<file path="config.mk">
export PLATFORM = sky130hd
export DESIGN_NAME = toggle_pipe
export DESIGN_NICKNAME = d
export VERILOG_FILES = /design/src/rtl/tp_pkg.sv /design/src/rtl/tp_cjoin.sv /design/src/rtl/tp_cp_latch.sv /design/src/rtl/tp_stage.sv /design/src/rtl/toggle_pipe.sv
export SDC_FILE = /design/constraint.sdc
export NUM_CORES = 1
export LEC_CHECK = 0
export CAP_MARGIN = 25
export CORE_AREA = 3 3 83 85
export DETAILED_ROUTE_END_ITERATION = 8
export DIE_AREA = 0 0 86 88
export DONT_BUFFER_PORTS = 1
export GPL_ROUTABILITY_DRIVEN = 0
export HOLD_SLACK_MARGIN = 0.12
export PLACE_DENSITY = 0.5
export SETUP_SLACK_MARGIN = 0.2
export SKIP_CTS_REPAIR_TIMING = 1
export SYNTH_ARGS = -nofsm -noshare
export SYNTH_HDL_FRONTEND = slang
export SYNTH_SLANG_ARGS = --single-unit
</file>
<file path="constraint.sdc">
create_clock -name clk -period 1.9 [get_ports clk]
set_input_delay 0.285 -clock clk [delete_from_list [all_inputs] [get_ports clk]]
set_output_delay 0.285 -clock clk [all_outputs]
set_load 0.005 [all_outputs]
</file>
<file path="src/rtl/tp_pkg.sv">
`timescale 1ns/1ps
package tp_pkg;
   typedef enum logic {
      LM_OPEN = 1'b0,
      LM_HELD = 1'b1
   } latch_mode_e;

   // one event per change of a toggle relative to its recorded level
   function automatic logic tgl_event(input logic cur, input logic seen);
      return cur ^ seen;
   endfunction
endpackage

</file>
<file path="src/rtl/tp_cjoin.sv">
`timescale 1ns/1ps
// Registered Muller-type join: output follows the inputs only once they agree.
module tp_cjoin #(
   parameter int unsigned N_IN = 2
) (
   input  logic            clk,
   input  logic            rst,
   input  logic [N_IN-1:0] ins,
   output logic            c
);
   if (N_IN < 2) begin : g_bad_n
      $error("tp_cjoin: N_IN must be at least 2");
   end

   logic all_hi, all_lo, c_q;

   assign all_hi = &ins;
   assign all_lo = ~|ins;

   always_ff @(posedge clk) begin
      if (rst)         c_q <= 1'b0;
      else if (all_hi) c_q <= 1'b1;
      else if (all_lo) c_q <= 1'b0;
   end

   assign c = c_q;
endmodule

</file>
<file path="src/rtl/tp_cp_latch.sv">
`timescale 1ns/1ps
// Capture/pass register: capture and pass are toggles, either edge counts.
module tp_cp_latch
   import tp_pkg::*;
#(
   parameter int unsigned WIDTH     = 8,
   parameter bit          OPEN_FLOW = 1'b1
) (
   input  logic             clk,
   input  logic             rst,
   input  logic             cap_tgl,
   input  logic             pass_tgl,
   input  logic [WIDTH-1:0] d,
   output logic [WIDTH-1:0] q,
   output logic             cap_done,
   output logic             pass_done
);
   latch_mode_e      mode_q;
   logic [WIDTH-1:0] word_q;
   logic             cap_done_q, pass_done_q;
   logic             cap_ev, pass_ev;

   assign cap_ev  = tgl_event(cap_tgl, cap_done_q);
   assign pass_ev = tgl_event(pass_tgl, pass_done_q);

   always_ff @(posedge clk) begin
      if (rst) begin
         mode_q      <= LM_OPEN;
         word_q      <= '0;
         cap_done_q  <= 1'b0;
         pass_done_q <= 1'b0;
      end else begin
         if (pass_ev) begin
            mode_q      <= LM_OPEN;
            pass_done_q <= pass_tgl;
         end
         if (cap_ev) begin
            mode_q     <= LM_HELD;
            word_q     <= d;
            cap_done_q <= cap_tgl;
         end
      end
   end

   if (OPEN_FLOW) begin : g_open_flow
      // transparent when open: the output follows the input word
      assign q = (mode_q == LM_HELD) ? word_q : d;
   end else begin : g_reg_only
      assign q = word_q;
   end

   assign cap_done  = cap_done_q;
   assign pass_done = pass_done_q;
endmodule

</file>
<file path="src/rtl/tp_stage.sv">
`timescale 1ns/1ps
module tp_stage #(
   parameter int unsigned WIDTH     = 8,
   parameter bit          OPEN_FLOW = 1'b1
) (
   input  logic             clk,
   input  logic             rst,
   input  logic             l_req,
   output logic             l_ack,
   input  logic [WIDTH-1:0] l_data,
   output logic             r_req,
   input  logic             r_ack,
   output logic [WIDTH-1:0] r_data
);
   logic req_s, ack_s;
   logic fire, cap_done, pass_done;

   // sampling registers for the incoming toggles
   always_ff @(posedge clk) begin
      if (rst) begin
         req_s <= 1'b0;
         ack_s <= 1'b0;
      end else begin
         req_s <= l_req;
         ack_s <= r_ack;
      end
   end

   // join new request with inverted pass-done (previous word released)
   tp_cjoin #(.N_IN(2)) u_join (
      .clk (clk),
      .rst (rst),
      .ins ({req_s, ~pass_done}),
      .c   (fire)
   );

   tp_cp_latch #(.WIDTH(WIDTH), .OPEN_FLOW(OPEN_FLOW)) u_latch (
      .clk       (clk),
      .rst       (rst),
      .cap_tgl   (fire),
      .pass_tgl  (ack_s),
      .d         (l_data),
      .q         (r_data),
      .cap_done  (cap_done),
      .pass_done (pass_done)
   );

   assign l_ack = cap_done;
   assign r_req = cap_done;
endmodule

</file>
<file path="src/rtl/toggle_pipe.sv">
`timescale 1ns/1ps
module toggle_pipe #(
   parameter int unsigned WIDTH     = 8,
   parameter int unsigned STAGES    = 3,
   parameter bit          OPEN_FLOW = 1'b1
) (
   input  logic             clk,
   input  logic             rst,
   input  logic             up_req,
   output logic             up_ack,
   input  logic [WIDTH-1:0] up_data,
   output logic             dn_req,
   input  logic             dn_ack,
   output logic [WIDTH-1:0] dn_data
);
   localparam int unsigned NODES = STAGES + 1;

   if (WIDTH < 1) begin : g_bad_width
      $error("toggle_pipe: WIDTH must be at least 1");
   end
   if (STAGES < 1) begin : g_bad_stages
      $error("toggle_pipe: STAGES must be at least 1");
   end

   logic             req_n  [NODES];
   logic             ack_n  [NODES];
   logic [WIDTH-1:0] data_n [NODES];

   assign req_n[0]       = up_req;
   assign data_n[0]      = up_data;
   assign ack_n[STAGES]  = dn_ack;

   for (genvar i = 0; i < STAGES; i++) begin : g_stage
      tp_stage #(.WIDTH(WIDTH), .OPEN_FLOW(OPEN_FLOW)) u_stage (
         .clk    (clk),
         .rst    (rst),
         .l_req  (req_n[i]),
         .l_ack  (ack_n[i]),
         .l_data (data_n[i]),
         .r_req  (req_n[i+1]),
         .r_ack  (ack_n[i+1]),
         .r_data (data_n[i+1])
      );
   end

   assign up_ack  = ack_n[0];
   assign dn_req  = req_n[STAGES];
   assign dn_data = data_n[STAGES];
endmodule

</file>
==> results of run 1 <==
[synth_stat cells, drive strengths merged, types with 5 or more instances]
cell type	count	area (µm²)
buf	13	100.1
a211oi	8	65.06
nor2b	27	168.9
dfxtp	41	820.8
o31ai	8	60.06
mux2i	11	110.1
clkbuf	6	23.77
nor2	13	51.30
xnor2	5	51.30
o41ai	8	107.6
a21oi	11	55.05
nand2	25	93.84
nand3b	8	60.06
[power groups by stage]
stage               Sequential (mW)  Clock, mW  Combinational, mW
global placement              0.898          0             0.0826
finish                        0.877      0.710              0.149
global route                  0.879      0.776              0.163
detailed placement            0.898          0             0.0838
floorplan                     0.895          0             0.0977
CTS                           0.878      0.740             0.0840
[area by class of cell]
class | instances | area, µm² | share of cell area (%)
Timing Repair Buffer | 10 | 107.6 | 4.829
Tap cell | 77 | 96.34 | 4.323
Clock buffer | 5 | 68.82 | 3.088
Inverter | 3 | 11.26 | 0.5053
Clock inverter | 3 | 46.29 | 2.077
Sequential cell | 41 | 829.5 | 37.23
Multi-Input combinational cell | 129 | 1069 | 47.95
[through the flow]
stage	power [mW]	hold slack (ps)	util, %	area (µm²)
3_3_place_gp	0.9807	360.2	29.58	1857
3_5_place_dp	0.9818	360.3	29.58	1857
6_report	1.736	124.0	35.50	2228
5_1_grt	1.819	123.6	35.50	2228
4_1_cts	1.702	34.40	31.41	1972
2_1_floorplan	0.9928	413.2	-	1842
[registers in the layout, indices dropped and copies added, names as in the netlist]
register / cells
g_stage.u_stage.u_latch.pass_done: 3
g_stage.u_stage.req_s: 2
g_stage.u_stage.u_latch.mode_q: 3
g_stage.u_stage.u_latch.word_q: 24
g_stage.u_stage.u_latch.cap_done: 3
g_stage.u_stage.u_join.c: 3
g_stage.u_stage.ack_s: 3
[worst paths after layout]
path	from	endpoint	slack (ps)	cells past startpoint
worst min-delay path	up_data[5]	g_stage[0].u_stage.u_latch.word_q[5]	120	2
worst max register to register	g_stage[2].u_stage.u_join.c	g_stage[2].u_stage.u_latch.word_q[7]	440	3
worst min register to register	g_stage[0].u_stage.u_latch.word_q[5]	g_stage[0].u_stage.u_latch.word_q[5]	460	2
worst max-delay path	g_stage[0].u_stage.u_latch.mode_q	dn_data[7]	250	4
[critical path: stages (launching register included)]
cell and delay, ps:
dfxtp_4 380, buf_12 150, mux2i_4 260, nor2b_4 210, o31ai_4 70
[logic make-up (layout without fill, tap and decap cells)]
logic type / Yosys count / after routing / share of synthesized area [%]
fa+ha+maj: 3 / 3 / 2.038
xor+xnor: 7 / 7 / 4.144
mux: 11 / 11 / 5.978
flops: 41 / 41 / 44.57
simple gates: 73 / 73 / 20.31
buf+inv: 22 / 21 / 7.336
compound gates: 35 / 35 / 15.63
[layer usage]
metal	wire, µm	part of all wire (%)
met1	1807	50
met2	1556	43
met3	180	5.0
met4	53	1.5
met5	0	0
==> summary by stage, run 1 <==
Pwr
The peak supply drop is 0.5048 mV. Net switching is 22.64% of the power. The leakage power total is 0.7992 nW.

In this run, flip-flops and latches consume 50.5% of the power. The switching component of the power is 0.3929 mW. The share of total power dissipated in combinational logic is under 10%. In this run the power density over the cells is 778.8 nW/µm².

The clock power share is 40.9%. The internal portion of the total power is ~1.3 mW.

GRT
For this run, the total global-route usage over all layers was measured as 10.19%. Entering global routing, the biggest net connects 50 pins. The most heavily used metal layer in global routing is met2.

The global-route met2 utilization is 14.02%. The global-route congestion overflow total is 0. The met1 usage in global routing is 13.98%. The via count of the first global-routing pass is 1177. The met3 global-route usage is 3.293%.

The global-route wire length before repair is 6058 µm. The initial antenna violation count is 0.

Critical path
The arrival time reported for the critical path endpoint is 1370 ps. The required time of the critical path is 1620 ps. The worst setup path is launched from a register.

The category of the worst setup path capture point is an output port. Along the worst path, the maximum fanout reaches 7. The worst setup path is of the register to output port kind.

Clock tree
The maximum buffer depth of the clock tree is 2. The TritonCTS clock tree is done. Buffers inserted during clock tree synthesis total 5. The buffer cell driving the clock tree root is clkbuf_8. The clock slew at the register clock pins of the worst setup and hold paths is around 90 ps. The clock latency on the worst-skew pair is between 200 and 300 ps.

CTS built an H-tree with a depth of 2. The number of clock sinks is 41.

Placement
Detailed placement ended at an HPWL of roughly 2300 µm. After detailed placement, the design holds a cell count of 254. During placement, the flow inserted port buffers numbering 0. OpenSTA, run right after detailed placement, puts the worst setup slack at between 300 and 400 ps.

Yosys
The register bit total from synthesis is 41. The share of synthesized flip-flops with an asynchronous set or reset is 0%. The cell area after technology mapping is 1842 µm². The dominant synthesized flop cell is dfxtp_1. The number of warning messages in the yosys log is 0. The unique cell type count in the Yosys netlist is 24. In this run, synthesis inferred 0 flip-flops with an integrated enable. The number of nets handed over by synthesis was 207. The mean instance size in the synthesized netlist is 9.593 µm². The cell count after synthesis is 192. The sequential-to-total area share from yosys stat is 44.57%.

Die
The initial core utilization is 29.34%. The core region is 6277 µm². The floorplan step defined a die boundary enclosing approximately 7600 µm².

The floorplan die height is 88 µm. The floorplan step set the die width to between 80 and 90 µm. The number of rows in the core area is 29.

The number of top-level pins is 22.

Status
The run finished with clean final reports.

Layout
The library cell used most frequently in the layout, excluding fill and tap cells, is dfxtp_1. The count of nets after finishing is 205. The layout has 650 filler cells. The library cells used most frequently in the layout, excluding fill and tap cells, are dfxtp_1, nand2_1, nor2b_1. The total inserted antenna cells is 0.

For this run, the number of standard cells in the final layout without fillers is roughly 270. The post-route netlist has ~24% of its cells at a drive strength greater than 1. The signed area change from the synthesized netlist to the final layout is 20.99%.

STA
The number of failing setup endpoints in the final timing report is 0. After routing, the total negative slack on setup checks comes to 0 ps. For the pin with the worst max-slew slack, the measured transition is between 800 and 900 ps. Setup repair after global routing could not meet its margin everywhere. For the finished layout, the period the worst path requires is 1655 ps. The worst pin sits at a relative slew slack of 39.79%. The final number of hold-violating endpoints is 0. The final critical path takes up between 80 and 90% of the cycle. In the post-route analysis, the smallest setup slack over all paths is 245.4 ps. Between clock sinks in the finished design, the worst skew comes to 5.814 ps.

Static timing analysis puts the maximum clock frequency at 604.4 MHz. The count of pins over their slew limit was 0.

Detailed routing
The detailed router's first-iteration violation count is 45. The final layout contains routed wiring with a total length of 3597 µm. The ratio of routed vias to standard cells is 4.646. The remaining design rule violation count is 0. Dividing the detail-routed wire length by the instance count gives about 13 µm. The iteration count of the initial detailed-routing pass is 4. For this block, the via count after detailed routing is ~1.2k.

In this run the remaining antenna-violating nets after routing total 0.

Worst hold path
The type of the most critical hold path is input pin to register.

Run
The number of maximum-capacitance violations is 0.
No activity file was read; power rests on OpenSTA's default activity.
==> run 2: changes to the inputs <==
CORE_AREA = 3 3 72 74   (was 3 3 83 85)
CTS_CLUSTER_DIAMETER = 150   (was default)
DIE_AREA = 0 0 75 77   (was 0 0 86 88)
PLACE_DENSITY = 0.61   (was 0.5)
==> run 2 against run 1 <==
  * First-iteration DRC count up 67%
  * Clock power fell by 22%
  * Sequential power hardly changed
  * Critical path type unchanged
==> summary by stage, run 2 (synthesized netlist as in run 1, its figures left out) <==
Run
The number of maximum-capacitance violations was 0 (unchanged).

Pwr
The power density over the cells is 738.8 nW/µm² (-5.1%). The leakage power total is 0.7713 nW (-3.5%). The peak supply drop is 0.3923 mV (-22%).

Critical path
The required time of the critical path is 1620 ps (about the same). STA classifies the critical path startpoint as a register. The worst path buffer plus inverter count is 1 (unchanged). The critical path is of the register to output port type.

The largest stage delay on the critical path is 360 ps (-20 ps). The category of the worst setup path capture point is an output port. The gate family responsible for the most delay along the worst path is flip-flops.

Among all stages on the critical path, the largest delay is contributed by dfxtp_4. The critical path goes through buf_12 > mux2i_1 > nor2b_1 > o31ai_2. The worst-path maximum fanout is 7 (unchanged).

The arrival time reported for the critical path endpoint came to 1370 ps (about the same).

Detailed routing
The detailed router's first-iteration violation count was 75 (+67%). The residual antenna-violating net count after detailed routing is 0 (unchanged). The iteration count of the initial detailed-routing pass is 4 (unchanged).

The ratio of routed vias to standard cells is 5.029 (+8.3%). The average routed wire per standard cell is 13.99 µm (+4.2%). The routed wire length is 3385 µm (-5.9%). The via count is 1217 (-2.2%).

The remaining design rule violation count was 0 (unchanged).

STA
Setup repair after global routing could not meet its margin everywhere. The final number of hold-violating endpoints is 0 (unchanged). The sum of negative setup slack is 0 ps (unchanged). The pin slew with the least headroom to its limit was 855.4 ps (-43.22 ps). The minimum clock period is 1653 ps (-1.726 ps). The number of failing setup endpoints in the final timing report is 0 (unchanged).

The count of pins over their slew limit is 0 (unchanged). The worst-case clock skew was 4.226 ps (-1.588 ps). The tightest slew margin relative to the limit is 42.69% (+2.9 points). The setup slack of the critical path after layout was 247.1 ps (+1.726 ps). The final worst-path cycle share is 86.99% (-0.091 points). The maximum clock rate came to 605.0 MHz (+0.10%).

Placement
The setup slack after placement is 393.4 ps (+3.270 ps). The HPWL after detailed placement was 2155 µm (-6.2%). The total cell area at the placement stage is 1815 µm² (-2.2%). The number of cells in the design after placement is 231 (-9.1%).

The count of buffers from port buffering is 0 (unchanged).

Layout
The signed area change from the synthesized netlist to the final layout is 16.17%. The post-route cell area is 2140 µm² (-4.0%). The total inserted antenna cells is 0 (unchanged). The count of nets after finishing is 203 (-0.98%).

The fraction of layout cells with a size suffix above 1 is 22.34% (-1.7 points). The number of flip-flops in the largest register is 24 (unchanged). The top register by number of flip-flops is g_stage.u_stage.u_latch.word_q. The most frequent standard cell in the layout excluding fill and tap cells is dfxtp_1. Leaving out fill and tap cells, the most frequent cells in the layout are dfxtp_1, nand2_1, nor2b_1. The number of cells in the finished layout apart from fillers is 242 (-9.7%). The layout filler cell count came to 456 (-30%). The utilization of the core after routing is 45.91% (+10 points).

Clock tree
The total clock buffers created by CTS is 5 (unchanged). The maximum buffer depth of the clock tree is 2 (unchanged). The TritonCTS clock tree is done. In this run the clock root is driven by a clkbuf_8. The number of clock sinks came to 41 (unchanged). The clock slew at the register clock pins of the worst setup and hold paths is 70 ps (-20 ps). The clock latency on the worst-skew pair was 280 ps (about the same). The level count of the clock H-tree is 2 (unchanged).

GRT
The global-route wire length before repair is 5306 µm (-12%). The initial antenna violation count is 0 (unchanged). The via count of the first global-routing pass is 1054 (-10%). The overall routing resource usage is 12.14% (+1.9 points). The global-route congestion overflow total is 0 (unchanged). The largest net degree at the start of global routing was 50 (unchanged).

Worst hold path
In this run the worst hold path is classified as input pin to register.

Die
The die footprint came to 5775 µm² (-24%). The area of the core region is 4661 µm² (-26%). The number of top-level pins came to 22 (unchanged). The floorplan die height is 77 µm (-13%). The number of rows in the core area came to 25 (-14%). The die boundary width was 75 µm (-13%). The initial core utilization is 39.52% (+10 points).

Status
The flow ran to the end, and the final reports show no timing, DRC or antenna violations.
run 2: cell count changes in the layout (fill, tap and decap cells not counted):
cell,change
mux2i_1,+1
nor2b_2,-2
mux2i_2,-1
nor2b_1,+2
clkbuf_1,+1
dlygate4sd3_1,-3
clkinv_4,-1
bufinv_16,-1
clkbuf_8,+1
buf_4,+1
clkinvlp_4,-1
run 2: path summary, 6_finish.rpt:
check	from	slack (ps)	cells after the start	to
setup / recovery	g_stage[0].u_stage.u_latch.mode_q	250	4	dn_data[1]
hold / removal	up_req	130	1	g_stage[0].u_stage.req_s
setup reg to reg	g_stage[2].u_stage.u_latch.cap_done	480	3	g_stage[2].u_stage.u_latch.word_q[1]
hold reg to reg	g_stage[0].u_stage.u_latch.word_q[1]	460	2	g_stage[0].u_stage.u_latch.word_q[1]
run 2: layout make-up:
cell class,count,area [µm²],area share (%)
repair buffers,8,85.08,3.977
inverters,3,11.26,0.5263
well taps,54,67.56,3.158
clock buffers,7,86.33,4.035
flip-flops and latches,41,829.5,38.77
multi-input cells,129,1060,49.53
run 2: worst register-to-register path, stage by stage, from the launching register on:
cell	delay (ps)
dfxtp_1	360
xnor2_2	680
nand3b_1	190
o41ai_1	100
run 2: stage by stage:
stage,power (mW),hold slack [ps]
finish,1.581,129.7
global route,1.658,127.3
CTS,1.545,49.06
detailed placement,0.9779,361.4
global placement,0.9777,359.8
floorplan,0.9928,413.2
run 2: metal layers:
layer  vias to the layer above  part of all wire, %  GRT usage (%)
li1                        640                    -              -
met1                       547                   47          17.03
met2                        28                   44          15.24
met3                         2                  8.2          6.160
met4                         0                 0.59          5.338
met5                         -                    0              0
run 2: report_power, final:
| part | switching [mW] | total (mW) | leakage, nW | internal, mW |
|---|---|---|---|---|
| combinational | 0.0655 | 0.146 | 0.394 | 0.0806 |
| clock | 0.269 | 0.557 | 0.0443 | 0.288 |
| sequential | 0.00920 | 0.878 | 0.333 | 0.868 |
| total | 0.344 | 1.58 | 0.771 | 1.24 |
